File: config.mk
export PLATFORM = sky130hd
export DESIGN_NAME = scan_irq_timer
export DESIGN_NICKNAME = d
export VERILOG_FILES = /design/src/rtl/slt_pkg.sv /design/src/rtl/slt_period_div.sv /design/src/rtl/slt_line_seq.sv /design/src/rtl/scan_irq_timer.sv
export SDC_FILE = /design/constraint.sdc
export NUM_CORES = 1
export LEC_CHECK = 0
export BUFFER_PORTS_ARGS = -buffer_cell sky130_fd_sc_hd__buf_2
export CORE_AREA = 2 2 157 98
export CTS_CLUSTER_SIZE = 40
export DETAILED_ROUTE_END_ITERATION = 16
export DIE_AREA = 0 0 159 100
export GPL_TIMING_DRIVEN = 0
export MAX_ROUTING_LAYER = met4
export PLACE_DENSITY = 0.81
export REMOVE_ABC_BUFFERS = 1
export SYNTH_ARGS = -nofsm -noshare
export SYNTH_HDL_FRONTEND = slang
export SYNTH_HIERARCHICAL = 1
export SYNTH_SLANG_ARGS = --single-unit
File: constraint.sdc
create_clock -name clk -period 5.8 [get_ports clk]
set_input_delay 1.16 -clock clk [delete_from_list [all_inputs] [get_ports clk]]
set_output_delay 1.16 -clock clk [all_outputs]
set_load 0.01 [all_outputs]
File: src/rtl/slt_pkg.sv
// Package: shared types for the scanline interrupt timer.
// Assumes nothing beyond IEEE 1800-2017.
package slt_pkg;

    // What the line sequencer does on a given edge.
    typedef enum logic [1:0] {
        ACT_IDLE    = 2'd0,   // nothing changes
        ACT_RESTART = 2'd1,   // configuration written: clear line, wait for divide
        ACT_ARM     = 2'd2,   // divide finished: re-arm timestamp
        ACT_LINE    = 2'd3    // line period elapsed: pulse and advance
    } slt_act_e;

endpackage

File: src/rtl/slt_period_div.sv
// Module: slt_period_div
// Restoring shift-subtract divider computing line period = frame ticks / height.
// One quotient bit per cycle; a start strobe loads operands and TICK_W steps follow.
// Assumes TICK_W > LINE_W. A zero divisor yields an all-ones quotient (unused by callers).
module slt_period_div #(
    parameter int TICK_W     = 20,
    parameter int LINE_W     = 10,
    parameter int DEF_PERIOD = 25
) (
    input  logic              clk,
    input  logic              rst_n,
    input  logic              start,
    input  logic [TICK_W-1:0] dividend,
    input  logic [LINE_W-1:0] divisor,
    output logic              busy,
    output logic              last_step,
    output logic [TICK_W-1:0] period
);
    localparam int CNT_W = $clog2(TICK_W + 1);

    logic [CNT_W-1:0]  cnt_q;
    logic [TICK_W-1:0] quo_q;
    logic [TICK_W-1:0] dvs_q;
    logic [TICK_W:0]   rem_q;
    logic [TICK_W:0]   rem_sh;
    logic [TICK_W:0]   rem_nx;
    logic [TICK_W-1:0] quo_nx;
    logic              fits;

    // One restoring step: shift next dividend bit in, subtract if it fits.
    always_comb begin
        rem_sh = {rem_q[TICK_W-1:0], quo_q[TICK_W-1]};
        fits   = (rem_sh >= {1'b0, dvs_q});
        rem_nx = fits ? (rem_sh - {1'b0, dvs_q}) : rem_sh;
        quo_nx = {quo_q[TICK_W-2:0], fits};
    end

    assign busy      = (cnt_q != '0);
    assign last_step = (cnt_q == CNT_W'(1));

    // Operand load, iteration, and result capture on the final step.
    always_ff @(posedge clk) begin
        if (!rst_n) begin
            cnt_q  <= '0;
            quo_q  <= '0;
            dvs_q  <= '0;
            rem_q  <= '0;
            period <= TICK_W'(DEF_PERIOD);
        end else if (start) begin
            cnt_q  <= CNT_W'(TICK_W);
            quo_q  <= dividend;
            dvs_q  <= {{(TICK_W-LINE_W){1'b0}}, divisor};
            rem_q  <= '0;
        end else if (busy) begin
            cnt_q  <= cnt_q - CNT_W'(1);
            quo_q  <= quo_nx;
            rem_q  <= rem_nx;
            if (last_step) begin
                period <= quo_nx;
            end
        end
    end

endmodule

File: src/rtl/slt_line_seq.sv
// Module: slt_line_seq
// Holds the height, line counter and last-event timestamp; decides each edge
// whether a line event fires and raises the line and frame pulses.
// Assumes period is stable whenever div_busy is low.
module slt_line_seq
    import slt_pkg::*;
#(
    parameter int TICK_W     = 20,
    parameter int LINE_W     = 10,
    parameter int DEF_HEIGHT = 400
) (
    input  logic              clk,
    input  logic              rst_n,
    input  logic [TICK_W-1:0] tick_i,
    input  logic              cfg_we,
    input  logic [LINE_W-1:0] cfg_height,
    input  logic              div_busy,
    input  logic              div_last,
    input  logic [TICK_W-1:0] period,
    output logic              line_irq,
    output logic              frame_irq,
    output logic [LINE_W-1:0] cur_line,
    output logic [LINE_W-1:0] height
);
    logic [TICK_W-1:0] last_ts_q;
    logic [TICK_W-1:0] elapsed;
    logic [LINE_W:0]   line_inc;
    logic              wrap;
    slt_act_e          act;

    // Action select: writes win, then divide progress, then the period compare.
    always_comb begin
        elapsed  = tick_i - last_ts_q;
        line_inc = {1'b0, cur_line} + (LINE_W+1)'(1);
        wrap     = (line_inc >= {1'b0, height});
        if (cfg_we) begin
            act = ACT_RESTART;
        end else if (div_busy) begin
            act = div_last ? ACT_ARM : ACT_IDLE;
        end else if ((height != '0) && (elapsed >= period)) begin
            act = ACT_LINE;
        end else begin
            act = ACT_IDLE;
        end
    end

    // State update and single-cycle pulse generation.
    always_ff @(posedge clk) begin
        if (!rst_n) begin
            cur_line  <= '0;
            height    <= LINE_W'(DEF_HEIGHT);
            last_ts_q <= tick_i;
            line_irq  <= 1'b0;
            frame_irq <= 1'b0;
        end else begin
            line_irq  <= 1'b0;
            frame_irq <= 1'b0;
            case (act)
                ACT_RESTART: begin
                    cur_line <= '0;
                    height   <= cfg_height;
                end
                ACT_ARM: begin
                    last_ts_q <= tick_i;
                end
                ACT_LINE: begin
                    line_irq  <= 1'b1;
                    last_ts_q <= tick_i;
                    if (wrap) begin
                        cur_line  <= '0;
                        frame_irq <= 1'b1;
                    end else begin
                        cur_line  <= line_inc[LINE_W-1:0];
                    end
                end
                default: ;
            endcase
        end
    end

endmodule

File: src/rtl/scan_irq_timer.sv
// Module: scan_irq_timer (top)
// Emulated display scan timing: per-line and per-frame interrupts derived from
// a free-running tick count, with the line period computed once per configuration write.
// Assumes TICK_W > LINE_W and that tick_i advances monotonically modulo 2^TICK_W.
module scan_irq_timer #(
    parameter int TICK_W          = 20,
    parameter int LINE_W          = 10,
    parameter int DEF_HEIGHT      = 400,
    parameter int DEF_FRAME_TICKS = 10000
) (
    input  logic              clk,
    input  logic              rst_n,
    input  logic [TICK_W-1:0] tick_i,
    input  logic              cfg_we,
    input  logic [TICK_W-1:0] cfg_frame_ticks,
    input  logic [LINE_W-1:0] cfg_height,
    output logic              line_irq_o,
    output logic              frame_irq_o,
    output logic [LINE_W-1:0] cur_line_o
);
    localparam int DEF_PERIOD = DEF_FRAME_TICKS / DEF_HEIGHT;

    logic              div_busy_w;
    logic              div_last_w;
    logic [TICK_W-1:0] period_w;
    logic [LINE_W-1:0] height_w;

    // Period divider, started by each configuration write.
    slt_period_div #(
        .TICK_W     (TICK_W),
        .LINE_W     (LINE_W),
        .DEF_PERIOD (DEF_PERIOD)
    ) u_div (
        .clk       (clk),
        .rst_n     (rst_n),
        .start     (cfg_we),
        .dividend  (cfg_frame_ticks),
        .divisor   (cfg_height),
        .busy      (div_busy_w),
        .last_step (div_last_w),
        .period    (period_w)
    );

    // Line counter, timestamp and interrupt pulses.
    slt_line_seq #(
        .TICK_W     (TICK_W),
        .LINE_W     (LINE_W),
        .DEF_HEIGHT (DEF_HEIGHT)
    ) u_seq (
        .clk        (clk),
        .rst_n      (rst_n),
        .tick_i     (tick_i),
        .cfg_we     (cfg_we),
        .cfg_height (cfg_height),
        .div_busy   (div_busy_w),
        .div_last   (div_last_w),
        .period     (period_w),
        .line_irq   (line_irq_o),
        .frame_irq  (frame_irq_o),
        .cur_line   (cur_line_o),
        .height     (height_w)
    );

endmodule

==> impl_metrics.toml <==
[yosys]
yosys_warnings = 6
synth_edf_count = 20
synth_cell_types = 63
synth_cells = 833
synth_seq_area_share_pct = 35.9
syn_area_per_cell_um2 = 8.51
mappedNetlistArea_um2 = 7090
synthArstFlopShare_pct = 0
synthTopCellsByArea = "dfxtp_1 27%, ha_1 11%, edfxtp_1 8.5%, mux2i_1 5.2%, nand2_1 5.1%"
synth_top_area_cell = "dfxtp_1"
synth_top_area_share_pct = 27.4
synth-seq-cells = 117
synth_ff_type = "dfxtp_1"

[timing]
clock.fmax_mhz = 179
finalMaxSlewViolations = 0
finalSetupTns_ns = 0
finalCritPeriodShare_pct = 96.1
tightest_slew_ns = 1.21
whs_ns = 0.464
final-hold-violation-count = 0
rsz0062_at_grt = "no"
skew_ns = 0.00993
min_period_ns = 5.57
finalSetupViolCount = 0
maxSlewHeadroom_pct = 19.0

[routing]
avgRoutedWirePerCell_um = 14.8
drt_iter0_drc = 426
via_count = 5938
routed_wirelength_um = 16300
drc = 0
ant_nets = 0
routed_via_density = 5.39
firstDrtPassIters = 5

[run_status]
status = "completed"

[die]
io_pins = 65
die-area_um2 = 15900
core_um2 = 14700
die_h_um = 100
rows = 35
fp.dieW_um = 159
initial_core_util_pct = 48.2

[run]
maxCapViolations = 0

[setup_path]
r2r-start = "u_seq/last_ts_q[0]$_DFFE_PP_"
rrSetupSlack_ns = 0.80
endpoint_kind = "register"
crit_type = "input pin to register"
crit_slowest_cell = "o31ai_2"
crit_buf_inv = 4
arrival_ns = 5.68
worstPathRequired_ns = 5.91
cp-start-kind = "input pin"
worst_path_largest_cell_delay_ns = 0.53
crit_fanout = 15
crit_family = "compound AO/OA/AOI/OAI gates"
rr_worst_depth = 18
r2r_end = "u_seq/last_ts_q[0]$_DFFE_PP_"
path_cells = "buf_2 -> inv_1 -> ha_1 -> inv_1 -> fa_1 -> a211oi_2 -> o21ai_1 -> a31oi_1 -> o2bb2ai_1 -> o21a_1 -> a221oi_2 -> xnor2_1 -> ha_1 -> and4_1 -> nand2_1 -> o31ai_2 -> o21bai_4 -> a21boi_0 -> o21ai_2 -> buf_8"
startpoint = "tick_i[0]"

[worst_hold_path]
min_path_type = "register to register"
whs_endpoint = "u_div/period[8]$_SDFFE_PN0P_"
min-delay-start = "u_div/period[8]$_SDFFE_PN0P_"
worstHoldPathCells = 2

[power_and_ir_drop]
power_frac_comb_pct = 34.0
seq_power_share_pct = 31.6
power_density_nw_per_um2 = 373
power_mw = 3.05
p_sw_mw = 1.02
power_frac_clock_pct = 34.4
p_sw_share_pct = 33.4
cellLeakagePower_nw = 3.52
ir_drop_v = 0.000196
internal_power_mw = 2.03

[grt]
overflow = 0
grtUsageTotal_pct = 21.2
grt_pass1_vias = 5474
grt_max_degree = 72
grt_pass1_wl_um = 26600
antenna_found_initial = 0

[placement]
dpl_cell_area_um2 = 7560
place_congestion = 0.886
dp_hpwl_um = 11200
portBuffers = 64

[cells_and_area]
layout.nets = 1004
num-fill-cells = 1309
design_area_um2 = 8170
diodes = 0
drive_gt1_share_pct = 12.2
area_growth_pct = 15.3

[cts]
clock_sinks = 117
clkTransAtPathRegs_ns = 0.05
htreeDepth = 4
tritoncts = "yes"
cts_buffer_depth = 2
cts_hold_buf = 0
clock_latency_ns = 0.41
cts_root_buf = "clkbuf_16"
cts_buffers = 17
per-stage QoR:
stage          utilization, %  worst slack (ns)  cells
2_1_floorplan               -            -0.521    800
3_3_place_gp             51.1             -2.06   1067
3_5_place_dp             51.4            -0.613   1069
4_1_cts                  55.3            0.0661   1101
5_1_grt                  55.5            0.0113   1102
6_report                 55.5             0.228   1102
layout by cell type, fill, tap and decap left out, types with 7 or more instances in the layout:
cell | netlist | routed
nand3_1 | 20 | 20
xor2_1 | 13 | 13
nand4_1 | 7 | 7
ha_1 | 63 | 63
a21boi_0 | 20 | 20
nand2b_1 | 8 | 8
buf_2 | 4 | 63
inv_1 | 68 | 68
xnor2_1 | 24 | 24
mux2i_1 | 37 | 37
a211oi_1 | 8 | 8
nor2_1 | 42 | 42
a21o_1 | 11 | 11
edfxtp_1 | 20 | 20
nor2b_1 | 29 | 28
o21ai_0 | 62 | 61
and2_1 | 19 | 19
nor4_1 | 9 | 9
o211ai_1 | 7 | 7
nand2_1 | 97 | 96
nor3_1 | 19 | 19
a21oi_1 | 48 | 48
clkbuf_16 | 0 | 17
dfxtp_1 | 97 | 97
worst max path at each step:
stage | endpoint | slack, ns | cells past startpoint
global route | u_seq/last_ts_q[10]$_DFFE_PP_ | 0.01 | 20
CTS | u_seq/last_ts_q[0]$_DFFE_PP_ | 0.07 | 21
global placement | u_seq/last_ts_q[0]$_DFFE_PP_ | -2.06 | 19
detailed placement | u_seq/last_ts_q[0]$_DFFE_PP_ | -0.61 | 21
finish | u_seq/last_ts_q[0]$_DFFE_PP_ | 0.23 | 20
floorplan | u_seq/last_ts_q[0]$_DFFE_PP_ | -0.52 | 18
routing by layer:
| layer | GRT usage (%) | vias to the layer above | wire length [um] |
|---|---|---|---|
| met5 | - | - | 0 |
| met4 | 5.73 | 0 | 175 |
| met3 | 4.17 | 17 | 933 |
| met2 | 29.8 | 174 | 6590 |
| met1 | 31.0 | 2716 | 8580 |
| li1 | - | 3031 | - |
final cells by class:
| class | instances | area, um2 | area share (%) |
|---|---|---|---|
| Inverter | 68 | 255 | 3.13 |
| Tap cell | 203 | 254 | 3.11 |
| Clock buffer | 20 | 447 | 5.47 |
| Multi-Input combinational cell | 616 | 4180 | 51.1 |
| Timing Repair Buffer | 66 | 358 | 4.38 |
| Sequential cell | 117 | 2540 | 31.1 |
| Clock inverter | 12 | 135 | 1.65 |
registers in the layout (all words and copies together), names as in the netlist:
| signal | cells |
|---|---|
| u_seq/line_irq | 1 |
| u_div/period | 20 |
| u_seq/cur_line | 10 |
| u_div/rem_q | 20 |
| u_div/dvs_q | 10 |
| u_seq/last_ts_q | 20 |
| u_seq/height | 10 |
| u_seq/frame_irq | 1 |
| u_div/quo_q | 20 |
| u_div/cnt_q | 5 |
power by group through the flow:
stage	Sequential [mW]	Clock, mW	Combinational, mW
after floorplan	0.963	0	0.785
after global placement	0.976	0	0.969
after detailed placement	0.977	0	0.997
after CTS	0.961	1.06	1.02
after global routing	0.970	1.10	1.16
final	0.962	1.05	1.04
Yosys cell counts (4+ instances only):
cell type and instances:
a211oi_1 8, a21boi_0 20, a21o_1 11, a21oi_1 48, a31oi_1 4, and2_1 19, and3_1 6, buf_2 4
clkbuf_1 25, dfxtp_1 97, edfxtp_1 20, ha_1 63, inv_1 68, mux2i_1 37, nand2_1 97, nand2b_1 8
nand3_1 20, nand4_1 7, nor2_1 42, nor2b_1 29, nor3_1 19, nor4_1 9, o211ai_1 7, o21ai_0 62
o31ai_1 4, or3_1 5, or4_1 4, xnor2_1 24, xor2_1 13
tightest hold or removal path, cell delays in order, from the launching register on:
cell and delay, ns:
dfxtp_1 0.30, nand2_1 0.04, a21boi_0 0.06
repair_timing:
item                       CTS  global route
setup endpoints to repair   20            20
pin swaps                    0             1
cloned                       0             1
buffers inserted             0             0
resized for setup            1             1
kinds of logic after synthesis:
group	share of synthesized area (%)
AOI/OAI and AO/OA	17.5
xor gates and xnor gates	4.57
and+or+nand+nor	19.5
muxes	5.23
adders and majority gates	11.7
buffers and inverters	5.63
DFF	35.9
No activity file was read; power rests on OpenSTA's default activity.
